--- config.mk ---
export PLATFORM = sky130hd
export DESIGN_NAME = loc_irq_ctrl
export DESIGN_NICKNAME = d
export VERILOG_FILES = /design/src/rtl/loc_irq_ctrl.sv
export SDC_FILE = /design/constraint.sdc
export NUM_CORES = 1
export LEC_CHECK = 0
export ABC_AREA = 1
export ABC_CLOCK_PERIOD_IN_PS = 2300
export BUFFER_PORTS_ARGS = -buffer_cell sky130_fd_sc_hd__buf_4
export CELL_PAD_IN_SITES_DETAIL_PLACEMENT = 0
export CELL_PAD_IN_SITES_GLOBAL_PLACEMENT = 1
export CORE_ASPECT_RATIO = 1.1
export CORE_MARGIN = 5
export CORE_UTILIZATION = 40
export CTS_CLUSTER_SIZE = 14
export DETAILED_ROUTE_END_ITERATION = 7
export MAX_ROUTING_LAYER = met4
export PLACE_DENSITY_LB_ADDON = 0.3
export SYNTH_ARGS = -nofsm -noshare
export SYNTH_HDL_FRONTEND = slang
export SYNTH_SLANG_ARGS = --single-unit
--- constraint.sdc ---
create_clock -name clk -period 2.3 [get_ports clk]
set_clock_uncertainty 0.2 [all_clocks]
set_input_delay 0 -clock clk [delete_from_list [all_inputs] [get_ports clk]]
set_output_delay 0 -clock clk [all_outputs]
set_load 0.05 [all_outputs]
--- src/rtl/loc_irq_ctrl.sv ---
module loc_irq_ctrl #(
  parameter int NUM_LOC = 5,
  parameter int LOC_W   = 3,
  parameter int DW      = 32
) (
  input  logic             clk,
  input  logic             rst_n,
  input  logic             act_valid,
  input  logic [LOC_W-1:0] act_loc,
  input  logic             wr_en,
  input  logic [LOC_W-1:0] wr_loc,
  input  logic             wr_sel,
  input  logic [DW/8-1:0]  wr_be,
  input  logic [DW-1:0]    wr_data,
  input  logic             evt_valid,
  input  logic [LOC_W-1:0] evt_loc,
  input  logic [3:0]       evt_src,
  input  logic [LOC_W-1:0] rd_loc,
  output logic [DW-1:0]    rd_inte,
  output logic [DW-1:0]    rd_ints,
  output logic             irq_n
);
  localparam logic [DW-1:0] SRC_MASK = DW'(32'h0000_0087);
  localparam logic [DW-1:0] EN_WMASK = DW'(32'h8000_009F);
  localparam logic [DW-1:0] EN_RST   = DW'(32'h0000_0008);
  localparam int            GEN_BIT  = 31;

  logic [DW-1:0] inte_q [NUM_LOC];
  logic [DW-1:0] ints_q [NUM_LOC];
  logic [NUM_LOC-1:0] pend;
  logic [DW-1:0] bmask;
  logic [DW-1:0] evt_mask;
  logic wr_ok;

  assign wr_ok    = wr_en && act_valid && (wr_loc == act_loc) && (32'(wr_loc) < NUM_LOC);
  assign evt_mask = DW'({evt_src[3], 4'b0000, evt_src[2:0]});

  always_comb begin
    for (int b = 0; b < DW/8; b++) bmask[b*8 +: 8] = {8{wr_be[b]}};
  end

  for (genvar g = 0; g < NUM_LOC; g++) begin : g_loc
    logic wr_here, evt_here;
    logic [DW-1:0] clr, set;
    assign wr_here  = wr_ok && (wr_loc == LOC_W'(g));
    assign evt_here = evt_valid && (evt_loc == LOC_W'(g)) && inte_q[g][GEN_BIT];
    assign clr = (wr_here && wr_sel) ? (wr_data & bmask & SRC_MASK) : '0;
    assign set = evt_here ? (evt_mask & inte_q[g]) : '0;
    assign pend[g] = |ints_q[g];

    always_ff @(posedge clk) begin
      if (!rst_n) begin
        inte_q[g] <= EN_RST;
        ints_q[g] <= '0;
      end else begin
        if (wr_here && !wr_sel)
          inte_q[g] <= (inte_q[g] & ~bmask) | (wr_data & bmask & EN_WMASK);
        ints_q[g] <= (ints_q[g] & ~clr) | set;
      end
    end


    evt_only_set_chk: assert property (@(posedge clk) disable iff (!rst_n)
      (|(ints_q[g] & ~$past(ints_q[g]))) |->
        $past(evt_valid && evt_loc == LOC_W'(g) && inte_q[g][GEN_BIT]));

    inte_gate_chk: assert property (@(posedge clk) disable iff (!rst_n)
      !$stable(inte_q[g]) |->
        $past(wr_en && !wr_sel && act_valid && act_loc == LOC_W'(g) && wr_loc == LOC_W'(g)));
  end

  assign irq_n   = ~|pend;
  assign rd_inte = (32'(rd_loc) < NUM_LOC) ? inte_q[rd_loc] : '0;
  assign rd_ints = (32'(rd_loc) < NUM_LOC) ? ints_q[rd_loc] : '0;


  irq_rise_chk: assert property (@(posedge clk) disable iff (!rst_n)
    $rose(irq_n) |-> $past(wr_en && wr_sel && act_valid && wr_loc == act_loc));

  bad_loc_chk: assert property (@(posedge clk) disable iff (!rst_n)
    (evt_valid && 32'(evt_loc) >= NUM_LOC && !wr_en) |=> $stable(irq_n));
endmodule

==> flow_summary.toml <==
[synthesis]
ys_warn_count = 0
ys_top_cells_by_area = "edfxtp_1, nand2_1, nor2_1"
syn-cell-area_sq_um = 9100
synth_compound_area_frac = 0.118
synth_cell_types = 31
synth.top_cell.area_share = 0.528
synth-xor-area-share = 0.000963
synth_fa_ha_area_frac = 0
syn_area_per_cell_sq_um = 8.71
synth_top_family_by_area = "simple AND/OR/NAND/NOR gates"
yosysMostFrequentCell = "nand2_1"
synth-simple-area-share = 0.201
dominantRegCellSynth = "edfxtp_1"
synth_top_cell_by_area = "edfxtp_1"
synth_seq_cells = 180
synth_edf_count = 160
synthMuxAreaShare = 0
synth_cells = 1045
synthTopCellsByCount = "nand2_1, nor2_1, edfxtp_1"
async_flop_share = 0
yosysSeqAreaShare = 0.572

[worst_setup_path]
worst_path_max_delay_cell = "dlygate4sd3_1"
critical_path_peak_fanout = 5
required_ns = 2.43
cpMostUsedCell = "dlygate4sd3_1"
crit_arrival_ns = 2.36
crit_path_max_incr_delay_ns = 0.58
worst-r2r-cell-count = 5
cp_cell_sequence = "buf_4 > nor3_1 > dlygate4sd3_1 > buf_4 > nand4_1 > dlygate4sd3_1 > nand2_1 > a21oi_1 > dlygate4sd3_1"
endpoint_kind = "register"
cp-start-kind = "input pin"
worstSetupPathType = "in2reg"

[sta]
setup_tns_ns = 0
max_freq_ghz = 0.448
rsz0062_at_grt = "no"
finalWorstSetupSlack_ns = 0.0698
period_share = 0.970
setup_viol = 0
hold_violations = 0
period_minus_slack_ns = 2.23
tightest_slew_ns = 0.641
slew-limit-headroom = 0.570
drv_slew = 0

[clock_tree]
root_buffer = "clkbuf_16"
cts_buffer_depth = 2
htree_levels = 4
cts_buffers = 17
cts_sinks = 180
clk_latency_ns = 0.43
clk_pin_slew_ns = 0.08
cts_tree = "built"

[drt]
finalWirelength_microns = 24300
route.detailed.drc = 0
first_pass_iters = 5
topRoutingLayerUsed = "met4"
drt-met1-wl_microns = 10700
vias = 7446
wire_per_inst_microns = 16.4
routed_via_density = 5.03
wl_met3_microns = 1420
drtIter0Drc = 539
ant_nets = 0
dr_wl_met2_microns = 11800

[floorplanning]
die_h_microns = 168
ioPinCount = 123
core_sq_um = 22300
die-area_sq_um = 25900
fp.dieW_microns = 154
start_util = 0.409
row_count = 57

[pwr]
p_leak_uw = 0.00452
p_sw_uw = 2080
intPower_uw = 5320
pwr-share-comb = 0.130
switching_share = 0.281
seqPwrFrac = 0.498
peakVddDrop_uv = 544
p_per_area_nw_per_um2 = 665
clkPwrFrac = 0.373

[grt]
grt_pass1_wl_microns = 37500
track_usage = 0.190
grt_pass1_vias = 6939
antenna_found_initial = 0
grt_max_degree = 72
gr-total-overflow = 0

[layout]
syn_to_final_growth_pct = 22.2
fill_cells = 2214
drive_gt1_frac = 0.132
nets = 1231
diodes = 0

[hold_path]
worstHoldPathCells = 6
min_path_type = "in2reg"

[placed_design]
place_ws_ns = 0.293
place.detailed.hpwl_microns = 16100
port_buffers = 69
gp_congestion = 0.881

[run]
maxCapViolCount = 0

[outcome]
status = "finished, final reports clean"
[cell families after synthesis]
family                 count (synthesis)
other                                  1
AND/OR/NAND/NOR                      425
flip-flops                           180
AO/OA/AOI/OAI                        208
XOR/XNOR                               1
buffers and inverters                230
[path summary, 6_finish.rpt]
| check | end | startpoint | slack, ns |
|---|---|---|---|
| worst max-delay path | ints_q[0][7] | wr_loc[0] | 0.07 |
| worst min-delay path | inte_q[1][3] | wr_loc[0] | 0.02 |
| worst max register to register | ints_q[3][7] | inte_q[3][31] | 0.18 |
| worst min register to register | ints_q[2][1] | ints_q[2][1] | 0.26 |
[per-stage QoR]
| step | power, uW | area, sq um | hold slack (ns) | util | std cells |
|---|---|---|---|---|---|
| floorplan | 4390 | 9200 | -0.0355 | - | 1072 |
| global placement | 4670 | 10000 | 0.128 | 0.449 | 1392 |
| detailed placement | 4670 | 10000 | 0.134 | 0.449 | 1392 |
| CTS | 7450 | 11100 | 0.00629 | 0.498 | 1477 |
| global route | 7670 | 11100 | 0.0678 | 0.500 | 1481 |
| finish | 7400 | 11100 | 0.0191 | 0.500 | 1481 |
[cell usage in the layout (no fill, tap or decap), types with 2 or more instances in the layout]
master and count:
buf_4 95, clkinv_4 2, a31oi_1 20, nor2_4 6, nand3_1 52, clkbuf_16 17, inv_2 6, nor3_1 5
nor4_1 6, nor2_1 162, buf_12 7, dfxtp_1 20, nand3_2 4, a21oi_1 82, o21ai_0 102, nand4_1 17
dlygate4sd3_1 53, nand2_2 3, inv_1 146, clkinv_1 4, conb_1 28, inv_6 6, edfxtp_1 160, clkinvlp_4 5
nand2_1 166
[per-layer routing]
metal | vias up | global-route usage
li1 | 3680 | -
met1 | 3491 | 0.250
met2 | 242 | 0.306
met3 | 33 | 0.0313
met4 | 0 | 0.0499
met5 | - | -
[registers in the layout, indices dropped and copies added, names as in the netlist]
signal  count
ints_q     20
inte_q    160
[power groups by stage]
| stage | Clock (uW) | Combinational [uW] | Sequential, uW |
|---|---|---|---|
| 6_report | 2760 | 960 | 3680 |
| 5_1_grt | 2940 | 1040 | 3690 |
| 4_1_cts | 2800 | 962 | 3680 |
| 3_5_place_dp | 0 | 915 | 3760 |
| 3_3_place_gp | 0 | 914 | 3750 |
| 2_1_floorplan | 0 | 644 | 3740 |
[final cells by class]
type / count / area [sq um] / share of cell area
Sequential cell: 180 / 5200 / 0.468
Tap cell: 295 / 369 / 0.0332
Inverter: 157 / 591 / 0.0531
Timing Repair Buffer: 155 / 1380 / 0.124
Clock inverter: 14 / 119 / 0.0107
Multi-Input combinational cell: 662 / 3030 / 0.272
Clock buffer: 18 / 429 / 0.0386
[timing repair]
action | CTS | global route
endpoints found under the hold margin | 188 | 0
setup buffers | 0 | 4
setup endpoints to repair | 0 | 3
hold buffers | 53 | 0
resized for setup | 0 | 3
[critical path, delay by kind of cell]
kind | cells | cell delay, ns
compound gates | 1 | 0.05
buf+inv | 5 | 1.97
simple gates | 3 | 0.32
Power figures use the tool's default switching activity.
